<file path="config.mk">
export PLATFORM = sky130hd
export DESIGN_NAME = dual_retire_ctrl
export DESIGN_NICKNAME = d
export VERILOG_FILES = /design/src/rtl/dret_pkg.sv /design/src/rtl/dret_fifo.sv /design/src/rtl/dret_cap.sv /design/src/rtl/dret_pick.sv /design/src/rtl/dual_retire_ctrl.sv
export SDC_FILE = /design/constraint.sdc
export NUM_CORES = 1
export LEC_CHECK = 0
export ABC_AREA = 1
export BUFFER_PORTS_ARGS = -buffer_cell sky130_fd_sc_hd__buf_2
export CORE_MARGIN = 5
export CORE_UTILIZATION = 55
export CTS_CLUSTER_DIAMETER = 80
export DETAILED_ROUTE_END_ITERATION = 16
export HOLD_SLACK_MARGIN = 0.08
export PLACE_DENSITY_LB_ADDON = 0.3
export SETUP_SLACK_MARGIN = 0.5
export SLEW_MARGIN = 40
export SYNTH_ARGS = -nofsm -noshare
export SYNTH_HDL_FRONTEND = slang
export SYNTH_SLANG_ARGS = --single-unit
</file>
<file path="constraint.sdc">
create_clock -name clk -period 5.1 [get_ports clk]
set_clock_uncertainty 0.15 [all_clocks]
set_input_delay 0.765 -clock clk [delete_from_list [all_inputs] [get_ports clk]]
set_output_delay 0.765 -clock clk [all_outputs]
set_load 0.01 [all_outputs]
</file>
<file path="src/rtl/dret_pkg.sv">
package dret_pkg;
  localparam int WCNT_W = 2;
  localparam int WR_CAP = 2;

  typedef enum logic [1:0] {
    CLS_INT   = 2'd0,
    CLS_LOAD  = 2'd1,
    CLS_STORE = 2'd2,
    CLS_OTHER = 2'd3
  } iclass_e;

  typedef struct packed {
    logic              fin;
    logic              exc;
    iclass_e           cls;
    logic              spec;
    logic [WCNT_W-1:0] crw;
    logic [WCNT_W-1:0] gprw;
    logic [WCNT_W-1:0] fprw;
  } cq_entry_t;
endpackage

</file>
<file path="src/rtl/dret_fifo.sv">
module dret_fifo
  import dret_pkg::*;
#(
  parameter int DEPTH = 8,
  localparam int AW   = $clog2(DEPTH),
  localparam int CNTW = $clog2(DEPTH + 1)
) (
  input  logic            clk,
  input  logic            rst_n,
  input  logic            push,
  input  cq_entry_t       push_d,
  input  logic [1:0]      pop,
  input  logic            mk_valid,
  input  logic [AW-1:0]   mk_slot,
  input  logic            mk_exc,
  output cq_entry_t       head0,
  output cq_entry_t       head1,
  output logic            hv0,
  output logic            hv1,
  output logic            full
);
  cq_entry_t           mem [DEPTH];
  logic [AW-1:0]       rd_ptr, wr_ptr;
  logic [CNTW-1:0]     cnt;

  always_ff @(posedge clk) begin
    if (!rst_n) begin
      for (int i = 0; i < DEPTH; i++) mem[i] <= '0;
    end else begin
      if (mk_valid) begin
        mem[mk_slot].fin <= 1'b1;
        mem[mk_slot].exc <= mem[mk_slot].exc | mk_exc;
      end
      if (push) mem[wr_ptr] <= push_d;
    end
  end

  always_ff @(posedge clk) begin
    if (!rst_n) begin
      rd_ptr <= '0;
      wr_ptr <= '0;
      cnt    <= '0;
    end else begin
      if (push) wr_ptr <= wr_ptr + AW'(1);
      rd_ptr <= rd_ptr + AW'(pop);
      cnt    <= cnt + CNTW'(push) - CNTW'(pop);
    end
  end

  assign head0 = mem[rd_ptr];
  assign head1 = mem[rd_ptr + AW'(1)];
  assign hv0   = (cnt >= CNTW'(1));
  assign hv1   = (cnt >= CNTW'(2));
  assign full  = (cnt == CNTW'(DEPTH));

  AST_NO_OVERFLOW: assert property (@(posedge clk) disable iff (!rst_n) full |-> !push);
  AST_POP_WITHIN_COUNT: assert property (@(posedge clk) disable iff (!rst_n) CNTW'(pop) <= cnt);
  AST_COUNT_TRACKS: assert property (@(posedge clk) disable iff (!rst_n)
    $past(rst_n) |-> int'(cnt) == int'($past(cnt)) + int'($past(push)) - int'($past(pop)));
endmodule

</file>
<file path="src/rtl/dret_cap.sv">
module dret_cap #(
  parameter int CW  = 2,
  parameter int CAP = 2
) (
  input  logic [CW-1:0] a,
  input  logic [CW-1:0] b,
  output logic          ok
);
  logic [CW:0] sum;
  assign sum = {1'b0, a} + {1'b0, b};
  assign ok  = (sum <= (CW+1)'(CAP));
endmodule

</file>
<file path="src/rtl/dret_pick.sv">
module dret_pick
  import dret_pkg::*;
(
  input  logic      clk,
  input  logic      rst_n,
  input  logic      hv0,
  input  logic      hv1,
  input  logic      h0_fin,
  input  logic      h0_exc,
  input  logic [WCNT_W-1:0] h0_crw,
  input  logic [WCNT_W-1:0] h0_gprw,
  input  logic [WCNT_W-1:0] h0_fprw,
  input  cq_entry_t h1,
  output logic      ret0,
  output logic      ret1,
  output logic      exc_req,
  output logic [1:0] shift
);
  localparam int NFILE = 3;

  logic [NFILE-1:0][WCNT_W-1:0] cnt_a, cnt_b;
  logic [NFILE-1:0]             cap_ok;
  logic                         cls_ok;

  assign cnt_a = {h0_fprw, h0_gprw, h0_crw};
  assign cnt_b = {h1.fprw, h1.gprw, h1.crw};

  for (genvar g = 0; g < NFILE; g++) begin : g_cap
    dret_cap #(.CW(WCNT_W), .CAP(WR_CAP)) u_cap (
      .a  (cnt_a[g]),
      .b  (cnt_b[g]),
      .ok (cap_ok[g])
    );
  end

  always_comb begin
    unique case (h1.cls)
      CLS_INT, CLS_LOAD: cls_ok = 1'b1;
      default:           cls_ok = 1'b0;
    endcase
  end

  assign exc_req = hv0 & h0_fin & h0_exc;
  assign ret0    = hv0 & h0_fin & ~h0_exc;
  assign ret1    = ret0 & hv1 & h1.fin & ~h1.exc & ~h1.spec & cls_ok & (&cap_ok);
  assign shift   = 2'(ret0) + 2'(ret1);

  AST_PAIR_ORDER: assert property (@(posedge clk) disable iff (!rst_n) ret1 |-> ret0);
  AST_EXC_HOLDS: assert property (@(posedge clk) disable iff (!rst_n) exc_req |-> (shift == 2'd0));
  AST_SLOT1_FIN: assert property (@(posedge clk) disable iff (!rst_n) ret1 |-> (h1.fin && !h1.exc && !h1.spec));
  AST_SLOT1_CLASS: assert property (@(posedge clk) disable iff (!rst_n)
    ret1 |-> (h1.cls == CLS_INT || h1.cls == CLS_LOAD));
  AST_WRITE_CAP: assert property (@(posedge clk) disable iff (!rst_n)
    ret1 |-> ((int'(h0_crw) + int'(h1.crw) <= WR_CAP) && (int'(h0_gprw) + int'(h1.gprw) <= WR_CAP)
              && (int'(h0_fprw) + int'(h1.fprw) <= WR_CAP)));
  AST_SHIFT_BOUND: assert property (@(posedge clk) disable iff (!rst_n) shift != 2'd3);
endmodule

</file>
<file path="src/rtl/dual_retire_ctrl.sv">
module dual_retire_ctrl
  import dret_pkg::*;
#(
  parameter int DEPTH  = 8,
  localparam int SW    = $clog2(DEPTH)
) (
  input  logic          clk,
  input  logic          rst_n,
  input  logic          in_valid,
  output logic          in_ready,
  input  logic          in_fin,
  input  logic          in_exc,
  input  logic [1:0]    in_cls,
  input  logic          in_spec,
  input  logic [1:0]    in_crw,
  input  logic [1:0]    in_gprw,
  input  logic [1:0]    in_fprw,
  input  logic          mk_valid,
  input  logic [SW-1:0] mk_slot,
  input  logic          mk_exc,
  output logic          rt_slot0,
  output logic          rt_slot1,
  output logic [1:0]    rt_shift,
  output logic          exc_req
);
  cq_entry_t din, h0, h1;
  logic      hv0, hv1, full, push;

  assign din = '{fin: in_fin, exc: in_exc, cls: iclass_e'(in_cls), spec: in_spec,
                 crw: in_crw, gprw: in_gprw, fprw: in_fprw};
  assign in_ready = ~full;
  assign push     = in_valid & in_ready;

  dret_fifo #(.DEPTH(DEPTH)) u_fifo (
    .clk      (clk),
    .rst_n    (rst_n),
    .push     (push),
    .push_d   (din),
    .pop      (rt_shift),
    .mk_valid (mk_valid),
    .mk_slot  (mk_slot),
    .mk_exc   (mk_exc),
    .head0    (h0),
    .head1    (h1),
    .hv0      (hv0),
    .hv1      (hv1),
    .full     (full)
  );

  dret_pick u_pick (
    .clk     (clk),
    .rst_n   (rst_n),
    .hv0     (hv0),
    .hv1     (hv1),
    .h0_fin  (h0.fin),
    .h0_exc  (h0.exc),
    .h0_crw  (h0.crw),
    .h0_gprw (h0.gprw),
    .h0_fprw (h0.fprw),
    .h1      (h1),
    .ret0    (rt_slot0),
    .ret1    (rt_slot1),
    .exc_req (exc_req),
    .shift   (rt_shift)
  );

  AST_EMPTY_IDLE: assert property (@(posedge clk) disable iff (!rst_n) !hv0 |-> (rt_shift == 2'd0));
  AST_RETIRE_NEEDS_FIN: assert property (@(posedge clk) disable iff (!rst_n) rt_slot0 |-> h0.fin);
endmodule

</file>
==> reports/metrics.yaml <==
period_share: 0.857
fin_nets: 686
synthFlopType: "edfxtp_1"
cts_buffers: 9
p_seq_frac: 0.369
synth-seq-cells: 90
p_int_mw: 1.51
worstSetupStartpointType: "register"
drtAntennaViolNets: 0
synth_edf_count: 80
io_pins: 25
grt_pass1_wl_um: 20600
tightest_slew_ns: 0.568
seq_area_frac_synth: 0.483
clk_path_buf_depth: 2
syn_to_final_growth_pct: 5.56
drv_slew: 0
crit_arrival_ns: 3.46
r2r-start: "u_fifo.rd_ptr[0]"
vias: 4447
hold_path_class: "reg2reg"
hold_depth: 2
synthArstFlopShare: 0
crit_start: "u_fifo.rd_ptr[0]"
cp_slowest_cell: "fa_1"
cp.required_ns: 4.18
rsz0062_at_grt: "false"
fmax_mhz: 229
overflow: 0
core_um2: 9640
grt_pass1_vias: 4168
leakage_nw: 2.41
relSlewSlack: 0.622
mostFrequentLayoutCell: "nor2_1"
gp_congestion: 0.939
first_pass_iters: 5
cts_tree: "yes"
avgSynthCellArea_um2: 8.38
drive_above_1_share: 0.128
drc: 0
yosys.cell_types.count: 37
track_usage: 0.231
routed_via_density: 5.68
worst_slack_ns: 0.729
hold_violations: 0
cp-end-kind: "primary output"
wire_per_inst_um: 16.6
postSynthCellCount: 642
crit_type: "reg2out"
num_rows: 36
die_y_um: 109
power_density_nw_per_um2: 433
p_comb_frac: 0.421
totalWireLength_um: 13000
final_cell_mix: "nor2_1, nand2_1, edfxtp_1"
setup_tns_ns: 0
ir_drop_mv: 0.228
antenna_found_initial: 0
cp_top_family: "adder cells"
cts_setup_buffers: 0
grt_start_max_net_pins: 65
synth_area_leaders: "edfxtp_1, nor2_1, nand2_1"
post-place-ws_ns: 0.705
period_minus_slack_ns: 4.37
crit_buf_inv: 3
cts-htree-levels: 3
dieArea_um2: 11900
yosys_warnings: 0
yosys.area.top_type: "edfxtp_1"
clock_power_share: 0.209
critical-path-max-stage-delay_ns: 0.45
crit_path_max_fanout: 9
synth_area_um2: 5380
path_cells: "ha_2 -> buf_4 -> buf_4 -> a21oi_1 -> o21ai_0 -> a31oi_1 -> ha_1 -> fa_1 -> a22o_1 -> nor2_2 -> nand3_1 -> nor2_2 -> ha_4 -> buf_2"
drtIter0Drc: 526
clock-sinks: 90
path_depth: 14
maxCapViolCount: 0
switching_share: 0.386
antenna_cells: 0
cts-root-buf: "clkbuf_8"
p_switching_uw: 948
setup_viol: 0
clk_pin_slew_ns: 0.08
rr_worst_depth: 20
die_w_um: 109
synth_nets: 681
hold_path_startpoint: "u_fifo.wr_ptr[1]"
synth_top_cell_area_share: 0.446
clk_latency_ns: 0.36
start_util: 0.558
status: "completed"
port_buffers: 23
dpl.hpwl_um: 9030
-- worst min-delay path, cell delays in order (launching register included) --
cell and delay, ns:
dfxtp_1 0.36, inv_1 0.08, a21oi_1 0.05
-- metrics by stage --
stage | hold WS (ns) | instances | power (mW) | instance area (µm²) | util
floorplan | 0.336 | 642 | 1.70 | 5380 | -
global placement | 0.359 | 769 | 1.87 | 5450 | 0.565
detailed placement | 0.373 | 769 | 1.91 | 5450 | 0.565
CTS | 0.389 | 783 | 2.42 | 5650 | 0.586
global route | 0.430 | 783 | 2.63 | 5680 | 0.589
finish | 0.389 | 783 | 2.46 | 5680 | 0.589
-- synth_stat cells (2+ instances only) --
master      n
a21oi_1    29
a21oi_2     6
a31oi_1     6
buf_2      12
buf_4       4
buf_6      12
clkbuf_1    5
dfxtp_1    10
edfxtp_1   80
fa_1        5
ha_1       15
inv_1      61
inv_2      13
nand2_1   103
nand3_1    35
nand4_1     9
nor2_1    127
nor2_2      9
nor2_4      2
nor3_1      2
o21ai_0    60
o21ai_1    14
o21bai_1    8
xnor2_1     2
-- metal layers --
| layer | vias to the layer above | part of all wire | global-route usage |
|---|---|---|---|
| li1 | 2127 | - | - |
| met1 | 2096 | 0.41 | 0.309 |
| met2 | 199 | 0.48 | 0.381 |
| met3 | 25 | 0.081 | 0.0302 |
| met4 | 0 | 0.025 | 0.0920 |
| met5 | - | 0 | 0 |
-- registers in the layout (all words and copies together) (netlist names) --
name	cells
u_fifo.rd_ptr	3
u_fifo.wr_ptr	3
u_fifo.mem	80
u_fifo.cnt	4
-- area by class of cell --
cell class / count / area, µm²
multi-input combinational: 441 / 2250
fill: 890 / 3960
timing repair buffer: 30 / 175
sequential: 90 / 2610
inverter: 75 / 284
clock inverter: 4 / 68.8
clock buffer: 10 / 128
tap: 133 / 166
-- path summary, 6_finish.rpt --
| check | endpoint | slack (ns) |
|---|---|---|
| setup reg to reg | u_fifo.cnt[2] | 0.81 |
| hold / removal | u_fifo.wr_ptr[1] | 0.39 |
| setup / recovery | rt_shift[0] | 0.73 |
| hold reg to reg | u_fifo.wr_ptr[1] | 0.39 |
-- logic make-up after synthesis --
family | Yosys count | share of synthesized area
simple gates | 293 | 0.229
compound gates | 125 | 0.127
buf+inv | 111 | 0.103
flops | 90 | 0.483
fa+ha+maj | 20 | 0.0535
xor+xnor | 3 | 0.00488
-- power groups by stage --
stage / Combinational (mW) / Clock, mW / Sequential, mW
2_1_floorplan: 0.789 / 0 / 0.908
3_3_place_gp: 0.955 / 0 / 0.918
3_5_place_dp: 0.989 / 0 / 0.922
4_1_cts: 0.995 / 0.519 / 0.906
5_1_grt: 1.16 / 0.551 / 0.916
6_report: 1.04 / 0.515 / 0.909
-- what timing repair did --
| action | CTS | global route |
|---|---|---|
| endpoints found under the hold margin | 0 | 0 |
| hold buffers | 0 | 0 |
| gates resized for setup | 0 | 9 |
| setup endpoints to repair | 0 | 5 |
(Power assumes the default switching activity.)
